<file path="config.mk">
export PLATFORM = sky130hd
export DESIGN_NAME = irq_route_regfile
export DESIGN_NICKNAME = d
export VERILOG_FILES = /design/src/rtl/irq_rw_pkg.sv /design/src/rtl/irq_rw_decode.sv /design/src/rtl/irq_rw_entry.sv /design/src/rtl/irq_route_regfile.sv
export SDC_FILE = /design/constraint.sdc
export NUM_CORES = 2
export LEC_CHECK = 0
export ABC_AREA = 0
export BUFFER_PORTS_ARGS = -buffer_cell sky130_fd_sc_hd__buf_2
export CELL_PAD_IN_SITES_DETAIL_PLACEMENT = 0
export CELL_PAD_IN_SITES_GLOBAL_PLACEMENT = 2
export CORE_MARGIN = 3
export CORE_UTILIZATION = 43
export CTS_CLUSTER_DIAMETER = 80
export CTS_CLUSTER_SIZE = 16
export DETAILED_ROUTE_END_ITERATION = 16
export PLACE_DENSITY_LB_ADDON = 0.3
export SLEW_MARGIN = 10
export SYNTH_ARGS = -nofsm -noshare
export SYNTH_HDL_FRONTEND = slang
export SYNTH_SLANG_ARGS = --single-unit
</file>
<file path="constraint.sdc">
create_clock -name clk -period 4.1 [get_ports clk]
set_clock_uncertainty 0.05 [all_clocks]
set_input_delay 0.615 -clock clk [delete_from_list [all_inputs] [get_ports clk]]
set_output_delay 0.615 -clock clk [all_outputs]
set_load 0.05 [all_outputs]
</file>
<file path="src/rtl/irq_rw_pkg.sv">
package irq_rw_pkg;
  localparam logic [7:0] OFS_SELECT   = 8'h00;
  localparam logic [7:0] OFS_WINDOW   = 8'h10;
  localparam logic [7:0] SEL_ID       = 8'h00;
  localparam logic [7:0] SEL_VER      = 8'h01;
  localparam logic [7:0] SEL_ARB      = 8'h02;
  localparam logic [7:0] SEL_TBL_BASE = 8'h10;

  localparam int B_VEC  = 0;
  localparam int B_DLV  = 8;
  localparam int B_DMOD = 11;
  localparam int B_POL  = 13;
  localparam int B_RIRR = 14;
  localparam int B_TRIG = 15;
  localparam int B_MASK = 16;
  localparam int B_DEST = 56;

  typedef enum logic [2:0] {
    AK_SELECT, AK_ID, AK_VERSION, AK_ARB, AK_ENTRY, AK_VOID, AK_OTHER
  } acc_kind_t;
endpackage

</file>
<file path="src/rtl/irq_rw_decode.sv">
module irq_rw_decode
  import irq_rw_pkg::*;
#(
  parameter int PINS = 24,
  parameter int IDXW = 5
) (
  input  logic [7:0]      addr,
  input  logic [7:0]      sel,
  output acc_kind_t       kind,
  output logic [IDXW-1:0] idx,
  output logic            upper
);
  logic [6:0] raw;

  always_comb begin
    raw   = sel[7:1] - 7'd8;
    idx   = raw[IDXW-1:0];
    upper = sel[0];
    if (addr == OFS_SELECT)                             kind = AK_SELECT;
    else if (addr != OFS_WINDOW)                        kind = AK_OTHER;
    else if (sel == SEL_ID)                             kind = AK_ID;
    else if (sel == SEL_VER)                            kind = AK_VERSION;
    else if (sel == SEL_ARB)                            kind = AK_ARB;
    else if (sel < SEL_TBL_BASE || 32'(raw) >= PINS)    kind = AK_VOID;
    else                                                kind = AK_ENTRY;
  end
endmodule

</file>
<file path="src/rtl/irq_rw_entry.sv">
module irq_rw_entry
  import irq_rw_pkg::*;
(
  input  logic        clk,
  input  logic        rst_n,
  input  logic        wr_lo,
  input  logic        wr_hi,
  input  logic [31:0] wdata,
  input  logic        rirr_set,
  output logic [63:0] ent
);
  localparam logic [63:0] RST_VAL = 64'(1) << B_MASK;

  always_ff @(posedge clk or negedge rst_n) begin
    if (!rst_n) begin
      ent <= RST_VAL;
    end else begin
      if (rirr_set) ent[B_RIRR] <= 1'b1;
      if (wr_hi)    ent[63:32]  <= wdata;
      if (wr_lo) begin
        ent[31:0]   <= wdata;
        ent[B_RIRR] <= 1'b0;
      end
    end
  end
endmodule

</file>
<file path="src/rtl/irq_route_regfile.sv">
module irq_route_regfile
  import irq_rw_pkg::*;
#(
  parameter int          PINS    = 24,
  parameter logic [7:0]  VERSION = 8'h11,
  localparam int         IDXW    = (PINS > 1) ? $clog2(PINS) : 1
) (
  input  logic               clk,
  input  logic               rst_n,
  input  logic               req_valid,
  output logic               req_ready,
  input  logic               req_write,
  input  logic [7:0]         req_addr,
  input  logic [31:0]        req_wdata,
  output logic               rsp_valid,
  input  logic               rsp_ready,
  output logic [31:0]        rsp_data,
  input  logic [PINS-1:0]    rirr_set,
  output logic [PINS*8-1:0]  vec_o,
  output logic [PINS*3-1:0]  dlv_o,
  output logic [PINS-1:0]    dmode_o,
  output logic [PINS-1:0]    pol_o,
  output logic [PINS-1:0]    rirr_o,
  output logic [PINS-1:0]    trig_o,
  output logic [PINS-1:0]    mask_o,
  output logic [PINS*8-1:0]  dest_o,
  output logic               mchg_valid,
  output logic [IDXW-1:0]    mchg_pin,
  output logic               mchg_val,
  output logic               ewr_valid,
  output logic [IDXW-1:0]    ewr_pin,
  output logic               ewr_upper
);
  logic [7:0]      sel_q;
  logic [3:0]      id_q;
  logic [63:0]     tbl [PINS];
  acc_kind_t       kind;
  logic [IDXW-1:0] idx;
  logic            upper;
  logic            acc, wr, rd, entry_hit;
  logic [31:0]     rd_word;

  irq_rw_decode #(.PINS(PINS), .IDXW(IDXW)) u_dec (
    .addr (req_addr),
    .sel  (sel_q),
    .kind (kind),
    .idx  (idx),
    .upper(upper)
  );

  assign req_ready = !rsp_valid || rsp_ready;
  assign acc       = req_valid && req_ready;
  assign wr        = acc && req_write;
  assign rd        = acc && !req_write;
  assign entry_hit = wr && (kind == AK_ENTRY);

  for (genvar g = 0; g < PINS; g++) begin : g_pin
    logic sel_me;
    assign sel_me = entry_hit && (idx == IDXW'(g));
    irq_rw_entry u_ent (
      .clk     (clk),
      .rst_n   (rst_n),
      .wr_lo   (sel_me && !upper),
      .wr_hi   (sel_me && upper),
      .wdata   (req_wdata),
      .rirr_set(rirr_set[g]),
      .ent     (tbl[g])
    );
    assign vec_o[g*8 +: 8]  = tbl[g][B_VEC +: 8];
    assign dlv_o[g*3 +: 3]  = tbl[g][B_DLV +: 3];
    assign dmode_o[g]       = tbl[g][B_DMOD];
    assign pol_o[g]         = tbl[g][B_POL];
    assign rirr_o[g]        = tbl[g][B_RIRR];
    assign trig_o[g]        = tbl[g][B_TRIG];
    assign mask_o[g]        = tbl[g][B_MASK];
    assign dest_o[g*8 +: 8] = tbl[g][B_DEST +: 8];
  end

  always_comb begin
    case (kind)
      AK_SELECT:        rd_word = {24'd0, sel_q};
      AK_ID, AK_ARB:    rd_word = {4'd0, id_q, 24'd0};
      AK_VERSION:       rd_word = {8'd0, 8'(PINS - 1), 8'd0, VERSION};
      AK_ENTRY:         rd_word = upper ? tbl[idx][63:32] : tbl[idx][31:0];
      AK_VOID:          rd_word = '1;
      default:          rd_word = '0;
    endcase
  end

  always_ff @(posedge clk or negedge rst_n) begin
    if (!rst_n) begin
      sel_q <= '0;
      id_q  <= '0;
    end else begin
      if (wr && kind == AK_SELECT) sel_q <= req_wdata[7:0];
      if (wr && kind == AK_ID)     id_q  <= req_wdata[27:24];
    end
  end

  always_ff @(posedge clk or negedge rst_n) begin
    if (!rst_n) begin
      rsp_valid <= 1'b0;
      rsp_data  <= '0;
    end else if (rd) begin
      rsp_valid <= 1'b1;
      rsp_data  <= rd_word;
    end else if (rsp_ready) begin
      rsp_valid <= 1'b0;
    end
  end

  always_ff @(posedge clk or negedge rst_n) begin
    if (!rst_n) begin
      mchg_valid <= 1'b0;
      mchg_pin   <= '0;
      mchg_val   <= 1'b0;
      ewr_valid  <= 1'b0;
      ewr_pin    <= '0;
      ewr_upper  <= 1'b0;
    end else begin
      mchg_valid <= entry_hit && !upper && (req_wdata[B_MASK] != tbl[idx][B_MASK]);
      mchg_pin   <= idx;
      mchg_val   <= req_wdata[B_MASK];
      ewr_valid  <= entry_hit;
      ewr_pin    <= idx;
      ewr_upper  <= upper;
    end
  end
endmodule

</file>
==> flow_metrics.py <==
metrics = {
    "worst_setup_path": {
        "crit_path_start_kind": "flip-flop",
        "r2r-end": "rsp_data[29]$_DFFE_PN0P_",
        "worst_ep_required_time_ns": 4.74,
        "cp_max_fo": 23,
        "arrival_ns": 4.32,
        "rr_worst_depth": 7,
        "ff2ff_setup_slack_ns": 0.43,
        "critPathKind": "flip-flop to flip-flop",
        "slowest_stage": "dfrtp_4",
        "worstSetupEndpointType": "flip-flop",
        "slowest_delay_ns": 0.91,
        "r2r_start": "sel_q[1]$_DFFE_PN0P_",
        "critical_path.cell_chain": "and3b_1 > a2111oi_0 > buf_4 > a211oi_1 > a221oi_1 > o21ai_0 > a21oi_1",
    },
    "placement": {
        "place_ws_ns": 0.347,
        "placed_area_um2": 78700,
        "gp_congestion": 0.794,
        "dp_cells": 7398,
        "dp_hpwl_um": 160000,
        "port_buffers": 692,
    },
    "floorplan": {
        "rows": 153,
        "die_width_um": 427,
        "start_util_pct": 43.5,
        "core_area_um2": 175000,
        "fp.dieH_um": 427,
        "pin_count": 693,
        "die_area_um2": 182000,
    },
    "clock_network": {
        "cts_max_level": 3,
        "clk_pin_slew_ns": 0.08,
        "insertion_delay_ns": 0.77,
        "clk_path_buf_depth": 3,
        "numCtsBuffers": 116,
        "cts-root-buf": "clkbuf_16",
        "cts_setup_buffers": 0,
        "cts_tree": "built",
        "cts_sinks": 1590,
    },
    "hold_path": {
        "hp-class": "input port to flip-flop",
        "holdCritStartpoint": "rsp_ready",
        "hold-path-endpoint": "rsp_valid$_DFFE_PN0P_",
        "worstHoldPathCells": 3,
    },
    "timing": {
        "slew_viol_final": 0,
        "fin_crit_ns": 3.67,
        "tns_ns": 0,
        "max_freq_ghz": 0.272,
        "worst_slew_pin_slew_ns": 1.16,
        "min_period_over_period_pct": 89.6,
        "finalSetupViolCount": 0,
        "rsz0062_at_grt": "no",
        "fin_ws_ns": 0.425,
        "slew_headroom_pct": 22.4,
        "hold_viol_final": 0,
    },
    "synth": {
        "postSynthNetCount": 5274,
        "ys_seq_area_share_pct": 52.2,
        "synth_top_area_cell": "dfrtp_1",
        "synthCells": 5203,
        "ys_seq_elements": 1590,
        "ys_top_cells_by_area": "dfrtp_1, mux2_2, mux4_2",
        "synth_flop_cell": "dfrtp_1",
        "async_flop_share_pct": 100,
        "netlist_area_um2": 76300,
        "synth_cell_types": 59,
        "synth.avg_cell_area_um2": 14.7,
        "synth_warnings": 0,
        "synth_edf_count": 0,
        "synth_top_cell_area_share_pct": 51.4,
    },
    "routing": {
        "drt_pass1_iterations": 7,
        "route.vias.total": 44700,
        "antenna_left": 0,
        "drt_iter0_drc": 3434,
        "viasPerCell": 5.88,
        "drt-total-wl_um": 247000,
        "drcViolationCount": 0,
        "wire_per_inst_um": 32.5,
    },
    "global_route": {
        "overflow": 0,
        "antenna_found_initial": 7,
        "grt_pass1_wl_um": 353000,
        "grt_pass1_vias": 45900,
        "grt_max_degree": 153,
        "grt_use_total_pct": 26.9,
    },
    "layout": {
        "layout-drive-gt1-share_pct": 57.2,
        "layout.cells.non_filler": 7608,
        "post-route-util_pct": 47.0,
        "num-nets-final": 5287,
        "final_cell_area_um2": 82300,
        "area_delta_synth_final_pct": 7.95,
    },
    "job": {
        "drv_cap": 0,
    },
    "power_and_ir_drop": {
        "powerDensity_nw_per_um2": 344,
        "power_leakage_nw": 41.1,
        "ir_drop_mv": 0.318,
    },
    "outcome": {
        "status": "completed",
    },
}
stage by stage:
step,power (mW),hold WS (ns)
after floorplan,16.6,0.269
after global placement,17.4,0.430
after detailed placement,17.4,0.435
after CTS,28.6,0.0636
after global routing,29.3,0.106
final,28.3,0.124
logic make-up (layout without fill, tap and decap cells):
logic type / after synthesis / after routing / synth area share [%]
DFF: 1590 / 1590 / 52.2
adders and majority gates: 2 / 2 / 0.0328
buffers and inverters: 1050 / 1127 / 8.29
AOI/OAI and AO/OA: 327 / 327 / 2.94
and+or+nand+nor: 223 / 223 / 1.59
other: 0 / 3 / 0
muxes: 2009 / 2009 / 34.9
xor gates and xnor gates: 2 / 2 / 0.0230
worst max-delay path by stage:
stage,start,end,slack (ns)
after floorplan,sel_q[4]$_DFFE_PN0P_,g_pin[20].u_ent.ent[33]$_DFFE_PN0P_,0.44
after CTS,sel_q[1]$_DFFE_PN0P_,rsp_data[6]$_DFFE_PN0P_,0.33
after global routing,sel_q[1]$_DFFE_PN0P_,rsp_data[6]$_DFFE_PN0P_,0.30
after detailed placement,sel_q[1]$_DFFE_PN0P_,rsp_data[6]$_DFFE_PN0P_,0.35
after global placement,sel_q[1]$_DFFE_PN0P_,rsp_data[6]$_DFFE_PN0P_,0.28
final,sel_q[1]$_DFFE_PN0P_,rsp_data[29]$_DFFE_PN0P_,0.43
area by class of cell:
class	instances	area, um2
Sequential cell	1590	39800
Inverter	3	11.3
Tap cell	2325	2910
Clock buffer	164	3180
Multi-Input combinational cell	2563	30200
Timing Repair Buffer	942	5970
Clock inverter	18	218
Fill cell	15600	92800
Antenna cell	3	7.51
critical path, delay by kind of cell (launching register included):
family / cells / cell delay (ns)
AOI/OAI and AO/OA: 5 / 1.78
DFF: 1 / 0.91
and+or+nand+nor: 1 / 0.52
buffers and inverters: 1 / 0.28
cells in the final DEF (no fill, tap or decap), types with 6 or more instances in the layout:
cell | Yosys | routed
mux2_2 | 1541 | 1541
o221ai_1 | 15 | 15
nor3_1 | 8 | 6
buf_2 | 117 | 691
dfstp_2 | 24 | 24
mux2i_1 | 102 | 102
o21ai_0 | 23 | 23
a31oi_1 | 9 | 9
nor2b_1 | 48 | 48
buf_12 | 0 | 45
nand4_1 | 32 | 32
dfrtp_1 | 1566 | 1561
buf_4 | 583 | 181
o22ai_1 | 20 | 20
o21a_1 | 24 | 24
dlygate4sd3_1 | 0 | 25
o211ai_1 | 42 | 42
a22oi_1 | 40 | 40
clkbuf_1 | 311 | 41
a21oi_1 | 71 | 71
a211oi_1 | 53 | 53
nand3_1 | 12 | 12
nand2_2 | 0 | 17
nand2_1 | 63 | 46
nor2_1 | 23 | 20
clkbuf_16 | 0 | 118
mux4_2 | 366 | 366
per-layer routing:
metal	global-route usage [%]	vias up	routed length, um
met5	0	-	20
met4	8.80	2	9380
met3	3.99	329	11600
met2	44.6	1203	121000
met1	36.5	24700	106000
li1	-	18500	-
state kept, by name, indices dropped and copies added (netlist names):
register,flops
g_pin.u_ent.ent,1536
rsp_data,32
sel_q,8
ewr_pin,5
id_q,4
ewr_upper,1
ewr_valid,1
mchg_val,1
mchg_valid,1
rsp_valid,1
timing repair:
| action | CTS | global route |
|---|---|---|
| hold endpoints to repair | 44 | 0 |
| hold buffers | 25 | 0 |
| gates resized for setup | 0 | 0 |
power by group:
group	total (mW)	leakage (nW)	switching [mW]	internal (mW)
combinational	1.33	17.5	1.04	0.294
clock	11.3	1.64	5.80	5.46
sequential	15.7	22.0	0.0233	15.7
total	28.3	41.1	6.86	21.4
synthesized netlist by cell type (3+ instances only):
cell,number
dfrtp_1,1566
mux2_2,1541
buf_4,583
mux4_2,366
clkbuf_1,311
buf_2,117
mux2i_1,102
a21oi_1,71
nand2_1,63
a211oi_1,53
nor2b_1,48
o211ai_1,42
a22oi_1,40
nand4_1,32
buf_1,30
dfstp_2,24
o21a_1,24
nor2_1,23
o21ai_0,23
o22ai_1,20
o221ai_1,15
nand3_1,12
a31oi_1,9
nor3_1,8
buf_6,6
a2111oi_0,5
a22o_1,5
nand2b_1,5
a211o_1,4
and2_1,4
and3b_1,4
nor4_1,4
a32oi_1,3
and3_1,3
nand3b_1,3
nor3b_1,3
Note: power is estimated with default switching activity, not from simulation.
